--- config.mk ---
export PLATFORM = sky130hd
export DESIGN_NAME = alu4_reg
export DESIGN_NICKNAME = d
export VERILOG_FILES = /design/src/rtl/alu4_pkg.sv /design/src/rtl/alu4_capture.sv /design/src/rtl/alu4_units.sv /design/src/rtl/alu4_select.sv /design/src/rtl/alu4_reg.sv
export SDC_FILE = /design/constraint.sdc
export NUM_CORES = 1
export LEC_CHECK = 0
export ABC_CLOCK_PERIOD_IN_PS = 4100
export BUFFER_PORTS_ARGS = -buffer_cell sky130_fd_sc_hd__buf_2
export CORE_UTILIZATION = 54
export CTS_CLUSTER_DIAMETER = 60
export DETAILED_ROUTE_END_ITERATION = 16
export GPL_ROUTABILITY_DRIVEN = 0
export PLACE_DENSITY = 0.8
export SLEW_MARGIN = 10
export SYNTH_ARGS = -nofsm -noshare
export SYNTH_HDL_FRONTEND = slang
export SYNTH_SLANG_ARGS = --single-unit
--- constraint.sdc ---
create_clock -name clk -period 4.1 [get_ports clk]
set_input_delay 0.205 -clock clk [delete_from_list [all_inputs] [get_ports clk]]
set_output_delay 0.205 -clock clk [all_outputs]
set_load 0.05 [all_outputs]
--- src/rtl/alu4_pkg.sv ---
package alu4_pkg;

    typedef enum logic [1:0] {
        FN_NAND = 2'b00,
        FN_XOR  = 2'b01,
        FN_NOR  = 2'b10,
        FN_ADD  = 2'b11
    } alu_fn_e;

endpackage

--- src/rtl/alu4_capture.sv ---
module alu4_capture
    import alu4_pkg::*;
#(
    parameter int WIDTH = 4
) (
    input  logic             clk,
    input  logic             rst,
    input  logic [WIDTH-1:0] a_i,
    input  logic [WIDTH-1:0] b_i,
    input  logic             cin_i,
    input  logic [1:0]       sel_i,
    output logic [WIDTH-1:0] a_q,
    output logic [WIDTH-1:0] b_q,
    output logic             cin_q,
    output alu_fn_e          fn_q
);

    // Operands, carry and function code are registered together so they stay aligned
    always_ff @(posedge clk) begin
        if (rst) begin
            a_q   <= '0;
            b_q   <= '0;
            cin_q <= 1'b0;
            fn_q  <= FN_NAND;
        end else begin
            a_q   <= a_i;
            b_q   <= b_i;
            cin_q <= cin_i;
            fn_q  <= alu_fn_e'(sel_i);
        end
    end

    AST_CAPTURE_CLEAR: assert property (@(posedge clk) rst |=> (a_q == '0 && b_q == '0 && !cin_q && fn_q == FN_NAND));

endmodule

--- src/rtl/alu4_units.sv ---
module alu4_units #(
    parameter int WIDTH = 4
) (
    input  logic [WIDTH-1:0] a_q,
    input  logic [WIDTH-1:0] b_q,
    input  logic             cin_q,
    output logic [WIDTH-1:0] nand_v,
    output logic [WIDTH-1:0] nor_v,
    output logic [WIDTH-1:0] xor_v,
    output logic [WIDTH-1:0] sum_v
);

    // carry into each stage; the carry out of the top stage is never formed
    logic [WIDTH-1:0] carry;

    assign carry[0] = cin_q;

    for (genvar g = 0; g < WIDTH; g++) begin : g_bit
        assign nand_v[g] = ~(a_q[g] & b_q[g]);
        assign nor_v[g]  = ~(a_q[g] | b_q[g]);
        assign xor_v[g]  = a_q[g] ^ b_q[g];
        assign sum_v[g]  = a_q[g] ^ b_q[g] ^ carry[g];
        if (g < WIDTH - 1) begin : g_carry
            assign carry[g+1] = (a_q[g] & b_q[g]) | (carry[g] & (a_q[g] ^ b_q[g]));
        end
    end

endmodule

--- src/rtl/alu4_select.sv ---
module alu4_select
    import alu4_pkg::*;
#(
    parameter int WIDTH = 4
) (
    input  alu_fn_e          fn_q,
    input  logic [WIDTH-1:0] nand_v,
    input  logic [WIDTH-1:0] nor_v,
    input  logic [WIDTH-1:0] xor_v,
    input  logic [WIDTH-1:0] sum_v,
    output logic [WIDTH-1:0] pick_o
);

    // one four-way multiplexer per result bit
    for (genvar g = 0; g < WIDTH; g++) begin : g_mux
        logic bit_v;
        always_comb begin
            unique case (fn_q)
                FN_NAND: bit_v = nand_v[g];
                FN_XOR:  bit_v = xor_v[g];
                FN_NOR:  bit_v = nor_v[g];
                FN_ADD:  bit_v = sum_v[g];
                default: bit_v = 1'b0;
            endcase
        end
        assign pick_o[g] = bit_v;
    end

endmodule

--- src/rtl/alu4_reg.sv ---
module alu4_reg
    import alu4_pkg::*;
#(
    parameter int WIDTH = 4
) (
    input  logic             clk,
    input  logic             rst,
    input  logic [WIDTH-1:0] a_i,
    input  logic [WIDTH-1:0] b_i,
    input  logic             cin_i,
    input  logic [1:0]       sel_i,
    output logic [WIDTH-1:0] res_o
);

    logic [WIDTH-1:0] a_q;
    logic [WIDTH-1:0] b_q;
    logic             cin_q;
    alu_fn_e          fn_q;
    logic [WIDTH-1:0] nand_v;
    logic [WIDTH-1:0] nor_v;
    logic [WIDTH-1:0] xor_v;
    logic [WIDTH-1:0] sum_v;
    logic [WIDTH-1:0] pick_v;
    logic [WIDTH-1:0] cin_ext;

    assign cin_ext = {{(WIDTH-1){1'b0}}, cin_q};

    alu4_capture #(.WIDTH(WIDTH)) u_capture (
        .clk   (clk),
        .rst   (rst),
        .a_i   (a_i),
        .b_i   (b_i),
        .cin_i (cin_i),
        .sel_i (sel_i),
        .a_q   (a_q),
        .b_q   (b_q),
        .cin_q (cin_q),
        .fn_q  (fn_q)
    );

    alu4_units #(.WIDTH(WIDTH)) u_units (
        .a_q    (a_q),
        .b_q    (b_q),
        .cin_q  (cin_q),
        .nand_v (nand_v),
        .nor_v  (nor_v),
        .xor_v  (xor_v),
        .sum_v  (sum_v)
    );

    alu4_select #(.WIDTH(WIDTH)) u_select (
        .fn_q   (fn_q),
        .nand_v (nand_v),
        .nor_v  (nor_v),
        .xor_v  (xor_v),
        .sum_v  (sum_v),
        .pick_o (pick_v)
    );

    always_ff @(posedge clk) begin
        if (rst) begin
            res_o <= '0;
        end else begin
            res_o <= pick_v;
        end
    end

    AST_RESET_ZERO: assert property (@(posedge clk) rst |=> (res_o == '0));
    AST_NAND_PICK:  assert property (@(posedge clk) disable iff (rst) (fn_q == FN_NAND) |=> (res_o == ~$past(a_q & b_q)));
    AST_NOR_PICK:   assert property (@(posedge clk) disable iff (rst) (fn_q == FN_NOR)  |=> (res_o == ~$past(a_q | b_q)));
    AST_XOR_PICK:   assert property (@(posedge clk) disable iff (rst) (fn_q == FN_XOR)  |=> (res_o == $past(a_q ^ b_q)));
    AST_SUM_WRAP:   assert property (@(posedge clk) disable iff (rst) (fn_q == FN_ADD)  |=> (res_o == $past(a_q + b_q + cin_ext)));

endmodule

; ---- Word-level counts from Yosys, hierarchy flattened
; Index checks and enable logic that the tools add are counted.
[word_totals]
ff_bits = 15
input_bits = 13
out_inout_bits = 4
elab_cells = 43
[classes]
n_eq_ne = 3
n_mux = 4
bitwise_logic = 30
reduce_logical = 1
[ops]
columns = op, n
row1 = case mux 1 bit (4 select lines), 4
row2 = inverter 1 bit, 8
row3 = bitwise XOR 1 bit, 8
row4 = bitwise AND 1 bit, 7
row5 = bitwise OR 1 bit, 7
row6 = "== test 2 bit, second input constant", 2
row7 = "== test 2 x 1 -> 1 bit, second input constant", 1
row8 = zero test 2 bit, 1

; ---- Longest topological paths before layout
[logic_depth]
word_depth = 9
mapped_depth = 8
depth_no_buf = 8

; ---- Cells and area by module
; From an unflattened synthesis, not the netlist that was laid out.
[unflattened]
hier_cells = 66
area_unflattened_um2 = 803.3
[modules_own_cells]
columns = module, instances, cells_per_inst, area_each_um2, seq_area_each_um2
row1 = alu4_capture, 1, 23, 337.8, 220.2
row2 = alu4_units, 1, 27, 225.2, 0.0
row3 = alu4_select, 1, 8, 135.1, 0.0
row4 = alu4_reg, 1, 8, 105.1, 80.1

; ---- Worst setup path after synthesis
; No wires, ideal clock.
[synth_timing]
path_kind = flip-flop to flip-flop
start = reg u_capture.a_q[0]
end = reg res_o[3]
setup_time_ns = 0.112
arrival_ns = 1.851
required_ns = 3.988
slack_ns = 2.137
path_stages_with_launch = 9
path_buffers = 0
synth_period_minus_slack_ns = 1.963
path_cell_list = dfxtp_1 > inv_1 > fa_1 > inv_1 > fa_1 > fa_1 > nand3_4 > o21ai_2 > a2111oi_1
[synth_between]
elab_chain_len = 9
word_cells_on_any_way = 10
cone_classes = 1 x mux / 9 x bitwise
[synth_lines]
columns = element, line
row1 = "start, declared", alu4_capture.sv:12  ; output logic [WIDTH-1:0] a_q,
row2 = "start signal, assigned", alu4_capture.sv:26  ; a_q <= a_i;
row3 = bitwise XOR 1 bit, alu4_units.sv:24  ; assign carry[g+1] = (a_q[g] & b_q[g]) | (carry[g] & (a_q[g] ^ b_q[g]));
row4 = bitwise AND 1 bit, alu4_units.sv:24
row5 = bitwise OR 1 bit (*), alu4_units.sv:24
row6 = bitwise AND 1 bit (*), alu4_units.sv:24
row7 = bitwise OR 1 bit (*), alu4_units.sv:24
row8 = bitwise AND 1 bit (*), alu4_units.sv:24
row9 = bitwise OR 1 bit (*), alu4_units.sv:24
row10 = bitwise XOR 1 bit (*), alu4_units.sv:22  ; assign sum_v[g] = a_q[g] ^ b_q[g] ^ carry[g];
row11 = case mux 1 bit (4 select lines) (*), alu4_select.sv:18  ; unique case (fn_q)
row12 = "end signal, assigned", alu4_reg.sv:64  ; res_o <= pick_v;
row13 = "end, declared", alu4_reg.sv:12  ; output logic [WIDTH-1:0] res_o
; Every way passes the cells marked *; elsewhere a longest branch is shown, timed or not.
; A chain may end at the register's enable or synchronous reset.

; ---- Worst setup path in the final report
; Ends and elaborated chain as after synthesis.

==> metrics.cfg <==
[clock_tree]
cts.path.max_buffers=2
cts_tree=built
cts_inserted_buffers=3
cts_setup_buffers=0
postCtsHoldBufs=0
root_buffer=clkbuf_4
h-tree-depth=1
insertion_delay_ns=0.28
cts_resized=0
clock_sinks=15
clkTransAtPathRegs_ns=0.09

[sta]
finalCritPeriodShare_pct=50.92
final.setup.tns_ns=0
period_minus_slack_ns=2.088
tightest_slew_ns=0.4771
rsz0062_at_grt=no
skew_ns=0.006565
maxSlewViolCount=0
fin_ws_ns=2.012
finalHoldViolCount=0
setup_viol=0
max_freq_mhz=479.0
relSlewSlack_pct=68.15

[power_and_ir_drop]
p_int_w=0.0002149
p_sw_w=0.00008107
combPwrFrac_pct=17.5
irDropWorstVdd_uv=277.8
clkPwrFrac_pct=27.6
pwr-share-seq_pct=54.9
powerDensity_nw_per_um2=349.4
leakage_nw=0.3983
swShare_pct=27.39

[route]
dr.pass1.iters=3
first_iter_violations=4
wl_mm=1.015
drc=0
wl_per_cell_um=10.15
ant_nets=0
via_per_inst=4.980
vias=498

[placed_design]
dp_hpwl_um=788.8
pre_cts_ws_ns=2.008
portBuffers=16

[yosys]
yosysSeqAreaShare_pct=40.68
ys_seq_elements=15
yosys-top-cells-count=dfxtp_1, inv_1, nor2b_1, ha_1, a211oi_1
yosys_warnings=0
synth_area_per_cell_um2=10.86
async_flop_share_pct=0
yosysMostFrequentCell=dfxtp_1
syn_area_um2=738.2
synth.distinct_cells=18
synth.net_count=92
synth_flop_cell=dfxtp_1
yosysTopAreaCell=dfxtp_1
synthTopCellsByArea=dfxtp_1, ha_1, nor2b_1
synth_cells=68
synth-edff-count=0
synth_top_area_share_pct=40.68

[worst_setup_path]
cp_common_cell=fa_1
cp.required_ns=4.27
cp-start-kind=flip-flop
cp_top_family=adder cells
path_max_fanout=2
worstRegToRegCells=8
slowest_stage=fa_1
worst_path_largest_cell_delay_ns=0.43
crit_arrival_ns=2.26
critPathKind=reg2reg
cp_num_cells=8
path_cells=inv_1, fa_1, inv_1, fa_1, fa_1, nand3_4, o21ai_2, a2111oi_1
path_buf_inv=2
end_kind=flip-flop

[layout]
drive_gt1_share_pct=26.74
register_area_um2=300.3
fin_nets=111
num_antenna_cells=0
multiInputGateArea_um2=377.9
filler_cell_count=93
syn_to_final_growth_pct=14.75

[worst_hold_path]
hold_depth=2
worstHoldPathType=in2reg

[global_route]
grt_pass1_wl_mm=1.773
grt_max_degree=16
overflow=0
grt_pass1_vias=477
antenna_found_initial=0
grt_use_total_pct=17.92

[die]
num_rows=12
die_area_um2=1519
die_w_um=38.98
fp.coreArea_um2=1186
die_y_um=38.98
start_util_pct=62.24
num_io_pins=17

[run]
maxCapViolCount=0

[run_status]
status=completed

flip-flops by register name, summed over array words and instances, names as in the netlist:
register         flops
u_capture.a_q        4
res_o                4
u_capture.b_q        4
u_capture.fn_q       2
u_capture.cin_q      1
final timing paths:
| kind | from | to | slack (ns) |
|---|---|---|---|
| min | sel_i[1] | u_capture.fn_q[1] | 0.13 |
| max | u_capture.a_q[0] | res_o[3] | 2.01 |
| max reg2reg | u_capture.a_q[0] | res_o[3] | 2.01 |
| min reg2reg | u_capture.fn_q[1] | res_o[2] | 0.66 |
logic make-up after synthesis:
family / share of synthesized area (%)
muxes: 5.763
adders and majority gates: 21.70
and+or+nand+nor: 16.44
AOI/OAI and AO/OA: 7.288
buffers and inverters: 8.135
DFF: 40.68
cell type report:
type                            count  share of cell area, %
Tap cell                           14                  2.068
Timing Repair Buffer               16                  9.453
Multi-Input combinational cell     39                  44.61
Sequential cell                    15                  35.45
Inverter                           12                  5.318
Clock buffer                        4                  3.102
power by group through the flow:
stage / logic [W] / registers (W) / clock network (W)
2_1_floorplan: 0.0000275 / 0.000177 / 0
3_3_place_gp: 0.0000501 / 0.000166 / 0
3_5_place_dp: 0.0000526 / 0.000166 / 0
4_1_cts: 0.0000527 / 0.000163 / 0.0000822
5_1_grt: 0.0000581 / 0.000164 / 0.0000882
6_report: 0.0000519 / 0.000162 / 0.0000816
layer usage:
layer	GRT usage, %	wire [µm]
met1	18.05	439
met3	5.202	35
met5	0	0
met4	10.34	14
met2	32.08	526
cells in the final DEF (no fill, tap or decap), types with 2 or more instances in the layout:
master	netlist	layout
clkbuf_4	0	3
a211oi_1	4	4
nor2_1	3	3
mux2i_1	2	2
dfxtp_1	15	15
nor2b_1	11	11
ha_1	8	8
fa_1	3	3
inv_1	12	12
buf_2	0	16
metrics by stage:
stage	cell area, µm²	util (%)	instances	hold WS, ns	total power, W
4_1_cts	847.1	71.41	100	0.1298	0.0002976
2_1_floorplan	738.2	-	68	0.2766	0.0002044
6_report	847.1	71.41	100	0.1302	0.0002959
5_1_grt	847.1	71.41	100	0.1360	0.0003106
3_3_place_gp	820.8	69.20	96	0.4120	0.0002161
3_5_place_dp	820.8	69.20	96	0.4182	0.0002187
Power figures use the tool's default switching activity.
